`src/rtl/cfg_loader_pkg.sv`:
```
package cfg_loader_pkg;
    localparam int PAYLOAD_W = 16;
    localparam int DEST_W    = 2;
    localparam int FRAME_W   = PAYLOAD_W + DEST_W;
    localparam int RATIO_W   = 12;
    localparam int SEL_W     = PAYLOAD_W - RATIO_W;
    localparam int NUM_DEST  = 1 << DEST_W;
    localparam int MIN_RATIO = 2;

    typedef enum logic [DEST_W-1:0] {
        DEST_AUX_REF  = 2'b00,
        DEST_AUX_FB   = 2'b01,
        DEST_MAIN_REF = 2'b10,
        DEST_MAIN_FB  = 2'b11
    } dest_e;
endpackage

```
`src/rtl/cfg_sync.sv`:
```
module cfg_sync #(
    parameter int W      = 3,
    parameter int STAGES = 2
) (
    input  logic         clk,
    input  logic         rst_n,
    input  logic [W-1:0] async_i,
    output logic [W-1:0] sync_o
);
    typedef struct packed {
        logic [STAGES-1:0][W-1:0] pipe;
    } state_t;

    state_t st_d, st_q;

    always_comb begin
        st_d = st_q;
        st_d.pipe[0] = async_i;
        for (int i = 1; i < STAGES; i++) begin
            st_d.pipe[i] = st_q.pipe[i-1];
        end
    end

    always_ff @(posedge clk or negedge rst_n) begin
        if (!rst_n) st_q <= '0;
        else        st_q <= st_d;
    end

    assign sync_o = st_q.pipe[STAGES-1];
endmodule

```
`src/rtl/cfg_rise.sv`:
```
module cfg_rise (
    input  logic clk,
    input  logic rst_n,
    input  logic lvl_i,
    output logic rise_o
);
    typedef struct packed {
        logic prev;
    } state_t;

    state_t st_d, st_q;

    always_comb begin
        st_d = st_q;
        st_d.prev = lvl_i;
    end

    always_ff @(posedge clk or negedge rst_n) begin
        if (!rst_n) st_q <= '0;
        else        st_q <= st_d;
    end

    assign rise_o = lvl_i & ~st_q.prev;
endmodule

```
`src/rtl/cfg_shift.sv`:
```
module cfg_shift #(
    parameter int FRAME_W = 18
) (
    input  logic               clk,
    input  logic               rst_n,
    input  logic               take_i,
    input  logic               bit_i,
    output logic [FRAME_W-1:0] frame_o
);
    typedef struct packed {
        logic [FRAME_W-1:0] sr;
    } state_t;

    state_t st_d, st_q;

    always_comb begin
        st_d = st_q;
        if (take_i) begin
            st_d.sr = {st_q.sr[FRAME_W-2:0], bit_i};
        end
    end

    always_ff @(posedge clk or negedge rst_n) begin
        if (!rst_n) st_q <= '0;
        else        st_q <= st_d;
    end

    assign frame_o = st_q.sr;
endmodule

```
`src/rtl/cfg_bank.sv`:
```
module cfg_bank
    import cfg_loader_pkg::*;
(
    input  logic                                clk,
    input  logic                                rst_n,
    input  logic                                load_i,
    input  logic [FRAME_W-1:0]                  frame_i,
    output logic [NUM_DEST-1:0][PAYLOAD_W-1:0]  regs_o,
    output logic                                err_o
);
    typedef struct packed {
        logic [NUM_DEST-1:0][PAYLOAD_W-1:0] regs;
        logic                               err;
    } state_t;

    state_t st_d, st_q;

    logic [PAYLOAD_W-1:0] payload;
    dest_e                dest;
    logic                 is_ref;
    logic                 ratio_bad;

    assign payload   = frame_i[FRAME_W-1:DEST_W];
    assign dest      = dest_e'(frame_i[DEST_W-1:0]);
    assign is_ref    = (dest == DEST_AUX_REF) || (dest == DEST_MAIN_REF);
    assign ratio_bad = payload[RATIO_W-1:0] < RATIO_W'(MIN_RATIO);

    always_comb begin
        st_d     = st_q;
        st_d.err = 1'b0;
        if (load_i) begin
            if (is_ref && ratio_bad) begin
                st_d.err = 1'b1;
            end else begin
                for (int i = 0; i < NUM_DEST; i++) begin
                    if (DEST_W'(i) == dest) st_d.regs[i] = payload;
                end
            end
        end
    end

    always_ff @(posedge clk or negedge rst_n) begin
        if (!rst_n) st_q <= '0;
        else        st_q <= st_d;
    end

    assign regs_o = st_q.regs;
    assign err_o  = st_q.err;
endmodule

```
`src/rtl/cfg_serial_loader.sv`:
```
module cfg_serial_loader
    import cfg_loader_pkg::*;
#(
    parameter int SYNC_STAGES = 2
) (
    input  logic                 clk,
    input  logic                 rst_n,
    input  logic                 ser_clk_i,
    input  logic                 ser_dat_i,
    input  logic                 ser_le_i,
    output logic [PAYLOAD_W-1:0] aux_r_o,
    output logic [PAYLOAD_W-1:0] aux_n_o,
    output logic [PAYLOAD_W-1:0] main_r_o,
    output logic [PAYLOAD_W-1:0] main_n_o,
    output logic [SEL_W-1:0]     aux_sel_o,
    output logic [RATIO_W-1:0]   aux_ratio_o,
    output logic                 err_o
);
    logic [2:0]                         wires_s;
    logic                               sclk_rise;
    logic                               load_stb;
    logic [FRAME_W-1:0]                 frame;
    logic [NUM_DEST-1:0][PAYLOAD_W-1:0] regs;

    cfg_sync #(.W(3), .STAGES(SYNC_STAGES)) u_sync (
        .clk     (clk),
        .rst_n   (rst_n),
        .async_i ({ser_le_i, ser_dat_i, ser_clk_i}),
        .sync_o  (wires_s)
    );

    cfg_rise u_sclk_rise (
        .clk    (clk),
        .rst_n  (rst_n),
        .lvl_i  (wires_s[0]),
        .rise_o (sclk_rise)
    );

    cfg_rise u_le_rise (
        .clk    (clk),
        .rst_n  (rst_n),
        .lvl_i  (wires_s[2]),
        .rise_o (load_stb)
    );

    cfg_shift #(.FRAME_W(FRAME_W)) u_shift (
        .clk     (clk),
        .rst_n   (rst_n),
        .take_i  (sclk_rise),
        .bit_i   (wires_s[1]),
        .frame_o (frame)
    );

    cfg_bank u_bank (
        .clk     (clk),
        .rst_n   (rst_n),
        .load_i  (load_stb),
        .frame_i (frame),
        .regs_o  (regs),
        .err_o   (err_o)
    );

    assign aux_r_o     = regs[DEST_AUX_REF];
    assign aux_n_o     = regs[DEST_AUX_FB];
    assign main_r_o    = regs[DEST_MAIN_REF];
    assign main_n_o    = regs[DEST_MAIN_FB];
    assign aux_sel_o   = aux_r_o[PAYLOAD_W-1:RATIO_W];
    assign aux_ratio_o = aux_r_o[RATIO_W-1:0];
endmodule

```
`config.mk`:
```
export PLATFORM = sky130hd
export DESIGN_NAME = cfg_serial_loader
export DESIGN_NICKNAME = d
export VERILOG_FILES = /design/src/rtl/cfg_loader_pkg.sv /design/src/rtl/cfg_sync.sv /design/src/rtl/cfg_rise.sv /design/src/rtl/cfg_shift.sv /design/src/rtl/cfg_bank.sv /design/src/rtl/cfg_serial_loader.sv
export SDC_FILE = /design/constraint.sdc
export NUM_CORES = 1
export LEC_CHECK = 0
export ABC_AREA = 0
export CAP_MARGIN = 0
export CORE_MARGIN = 2
export CORE_UTILIZATION = 40
export CTS_CLUSTER_SIZE = 12
export DETAILED_ROUTE_END_ITERATION = 8
export HOLD_SLACK_MARGIN = 0.03
export PLACE_DENSITY = 0.7
export SLEW_MARGIN = 20
export SYNTH_ARGS = -nofsm -noshare
export SYNTH_HDL_FRONTEND = slang
export SYNTH_HIERARCHICAL = 1
export SYNTH_SLANG_ARGS = --single-unit
```
`constraint.sdc`:
```
create_clock -name clk -period 3.5 [get_ports clk]
set_input_delay 0.525 -clock clk [delete_from_list [all_inputs] [get_ports clk]]
set_output_delay 0.525 -clock clk [all_outputs]
set_load 0.005 [all_outputs]
```
# Yosys cells after proc, flatten, opt, wreduce, memory -nomap -nowiden
# Index checks and enable logic that the tools add are counted.
# classes
n_reduce_logical,7
n_mux,2
n_lt_le_gt_ge,1
eq_ne,4
n_bitwise,5
# op_table
op,n
"less-than comparator 12 x 2 -> 1 bit, second input constant",1
AND reduction 3 bit,4
"== test 2 bit, first input constant",2
NOT 1 bit,3
AND 1 bit,2
"== test 1 x 2 -> 1 bit, first input constant",1
"== test 2 bit, second input constant",1
logical NOT 2 bit,1
2-to-1 mux 1 bit,2
logical AND 1 bit,1
logical OR 1 bit,1
# word_totals
output_inout_bits,81
regBits,91
elab_cells,29

# Depth between registers and ports, before layout
# depth
depth_word,5
ltp_mapped,5

# By module
# The synthesis kept the hierarchy.
# by_module_without_submodules
module,cells_each,seq_area_each_um2,area_per_inst_um2,instances
cfg_bank,146,1626.6,2439.8,1
cfg_shift,38,450.4,721.9,1
cfg_sync,6,150.1,150.1,1
cfg_serial_loader,16,0.0,120.1,1
cfg_rise,2,25.0,38.8,2

# Worst setup path after synthesis
# Ideal clock, no wire load.
# synth_timing
kind,flip-flop to flip-flop
startpoint,"register u_shift.st_q, in the netlist u_shift/frame_o[10]"
endpoint,"register u_bank.st_q, in the netlist u_bank/regs_o[0]"
path_stages_with_launch,4
setup_slack_ps,1581
synth_period_minus_slack_ps,1919
t_arrival_ps,1795
path_buffers,0
required_ps,3375
path_cell_list,dfrtp_1 or4_1 o31ai_4 mux2_2
# synth_via
elab_chain_len,4
# synth_rtl
item,line,text
from (decl),cfg_shift.sv:14,"state_t st_d, st_q;"
from (signal assigned),cfg_shift.sv:25,else st_q <= st_d;
less-than comparator 12 x 2 -> 1 bit,cfg_bank.sv:26,assign ratio_bad = payload[RATIO_W-1:0] < RATIO_W'(MIN_RATIO);
logical AND 1 bit,cfg_bank.sv:32,if (is_ref && ratio_bad) begin
NOT 1 bit (no source line),--,
AND reduction 3 bit (no source line),--,
to (signal assigned),cfg_bank.sv:44,else st_q <= st_d;
to (decl),cfg_bank.sv:16,"state_t st_d, st_q;"
# Every way passes these cells.
# A chain may end at the register's enable or synchronous reset.

# Worst setup path after layout
# layout_timing
startpoint,"register u_shift.st_q, in the netlist u_shift/frame_o[10]"
endpoint,"register u_bank.st_q, in the netlist u_bank/regs_o[15]"
# Same word-level chain as after synthesis.

==> results_dict.tcl <==
set metrics [dict create \
    htree_levels 3 \
    cp-start-kind "flip-flop" \
    synth_edf_count 0 \
    synth_seq_cells 91 \
    synth_area_sq_um 3510 \
    slew-limit-headroom_pct 31.82 \
    io_pins 86 \
    top_layer "met4" \
    p_sw_share_pct 27.63 \
    syn_to_final_growth_pct 29.23 \
    fp.coreArea_sq_um 8593 \
    synth_nets 215 \
    num_rows 34 \
    timing.rr.end "u_bank/regs_o[15]$_DFFE_PN0P_" \
    ys_warn_count 6 \
    reg2reg_setup_slack_ns 1.09 \
    period_needed_ns 2.407 \
    ant_nets 0 \
    finalInstanceArea_sq_um 4536 \
    post-cts-setup-buffers 0 \
    cts_resized 0 \
    grt_pass1_vias 2002 \
    die_area_sq_um 9539 \
    drc 0 \
    rsz0062_at_grt "no" \
    r2r_cells 3 \
    hold_violations 0 \
    finalClockSkew_ns 0.01042 \
    intPower_mw 2.570 \
    final_cell_mix "dfrtp_1 (91), clkdlybuf4s50_1 (84), mux2_2 (50)" \
    ir_drop_mv 0.3059 \
    cts_root_buffer "clkbuf_8" \
    end_kind "flip-flop" \
    antenna_found_initial 0 \
    numCtsBuffers 9 \
    status "finished clean" \
    post-dp-hpwl_mm 4.803 \
    period_share_pct 68.76 \
    slew_viol_final 0 \
    first_pass_iters 4 \
    switching_power_uw 981.4 \
    grt_max_degree 43 \
    clockPowerShare_pct 20.1 \
    synthArstFlopShare_pct 100.0 \
    cp_data_arrival_time_ns 2.64 \
    seqPwrFrac_pct 48.0 \
    r2r-start "u_shift/frame_o[10]$_DFFE_PN0P_" \
    diodes 0 \
    worst-setup-path-type "reg2reg" \
    drive_gt1_share_pct 30.00 \
    n_fill_cell 708 \
    met2_length_mm 3.330 \
    clock_latency_ns 0.35 \
    grt_pass1_wl_mm 11.28 \
    drt_iter0_drc 79 \
    cts.sinks 91 \
    fin_nets 290 \
    wl_met3_um 269 \
    vias 2018 \
    cts_hold_buf 0 \
    grt-ovfl-total 0 \
    setup_viol 0 \
    wl_met1_mm 3.364 \
    start_util_pct 40.84 \
    place_area_sq_um 4332 \
    final_common_cell "dfrtp_1" \
    hold_class "in2async" \
    place.port_buffers 85 \
    pwr-share-comb_pct 32.0 \
    total_power_mw 3.552 \
    worst_pin_slew_ns 1.020 \
    fmaxAchievable_ghz 0.4155 \
    syn_avg_cell_area_sq_um 16.71 \
    max_cap_viol_count 0 \
    die_w_um 97.67 \
    path_max_fanout 16 \
    drt-wirelength-per-cell_um 17.78 \
    drt-total-wl_mm 7.077 \
    required_ns 3.74 \
    gp_congestion 0.7356 \
    syn_inst 210 \
    synth_ff_type "dfrtp_1" \
    vias_per_cell 5.070 \
    cts_buffer_depth 2 \
    track_usage_pct 15.50 \
    p_leak_nw 2.073 \
    seq_area_frac_synth_pct 64.88 \
    tns_ns 0 \
    cts_tree "built" \
    synth_cell_type_count 19 \
    die_h_um 97.67 \
    path_clk_slew_ns 0.09 \
    power_density_nw_per_um2 783.0 \
]
## flip-flops by register name (all words and copies together), names as in the netlist
name	count
u_bank/err_o	1
u_bank/regs_o	64
u_le_rise/st_q	1
u_sclk_rise/st_q	1
u_shift/frame_o	18
u_sync/st_d	3
u_sync/sync_o	3
## cell usage after synthesis (2+ instances only)
master	n	area share, %
buf_4	16	3.4
a22o_1	20	5.0
nor2b_4	2	0.78
clkbuf_1	4	0.43
dfrtp_1	91	65
or4_1	2	0.43
mux2_2	50	16
mux2_4	10	4.3
a22o_2	2	0.57
o31ai_4	2	1.2
buf_6	3	0.96
## critical path, cell delays in order, from the launching register on
cell,delay [ns]
dfrtp_1,0.45
or4_1,0.67
o31ai_4,0.76
mux2_2,0.41
## how the worst max path moves through the flow
stage,endpoint,start,slack (ns)
floorplan,u_bank/regs_o[0]$_DFFE_PN0P_,u_shift/frame_o[10]$_DFFE_PN0P_,1.58
detailed placement,u_bank/regs_o[47]$_DFFE_PN0P_,u_shift/frame_o[10]$_DFFE_PN0P_,1.09
global placement,u_bank/regs_o[47]$_DFFE_PN0P_,u_shift/frame_o[10]$_DFFE_PN0P_,1.17
finish,u_bank/regs_o[15]$_DFFE_PN0P_,u_shift/frame_o[10]$_DFFE_PN0P_,1.09
CTS,u_bank/regs_o[15]$_DFFE_PN0P_,u_shift/frame_o[10]$_DFFE_PN0P_,1.09
global route,u_bank/regs_o[15]$_DFFE_PN0P_,u_shift/frame_o[8]$_DFFE_PN0P_,1.01
## cell type report
cell class	count	area, sq um	share of cell area [%]
Clock buffer	12	155.1	3.421
Inverter	1	3.754	0.08276
Clock inverter	4	48.80	1.076
Timing Repair Buffer	88	870.8	19.20
Multi-Input combinational cell	94	1045	23.03
Sequential cell	91	2277	50.21
Tap cell	108	135.1	2.979
## power groups by stage
| stage | registers (mW) | logic [mW] | clock network (mW) |
|---|---|---|---|
| 6_report | 1.70 | 1.14 | 0.712 |
| 5_1_grt | 1.76 | 1.21 | 0.785 |
| 4_1_cts | 1.71 | 1.16 | 0.735 |
| 3_5_place_dp | 1.73 | 1.15 | 0 |
| 3_3_place_gp | 1.72 | 1.13 | 0 |
| 2_1_floorplan | 1.65 | 0.512 | 0 |
## cells by family (layout without fill, tap and decap cells)
group           count (synthesis)  in the layout  synth area share [%]
mux                            60             60                 20.32
flops                          91             91                 64.88
buf+inv                        25            105                 5.490
compound gates                 24             24                 6.774
simple gates                   10             10                 2.531
## stage by stage
step | hold WS, ns | util, % | cells | worst slack [ns]
finish | 0.1387 | 52.78 | 398 | 1.093
CTS | 0.1452 | 52.78 | 398 | 1.093
floorplan | 0.2294 | - | 210 | 1.581
detailed placement | 0.3364 | 50.41 | 382 | 1.089
global placement | 0.3339 | 50.41 | 382 | 1.167
global route | 0.1785 | 52.78 | 398 | 1.006
## layer usage
metal	track usage, %	up-vias
li1	-	898
met1	22.52	1050
met2	22.71	61
met3	3.309	9
met4	6.410	0
met5	0	-
(Power assumes the default switching activity.)
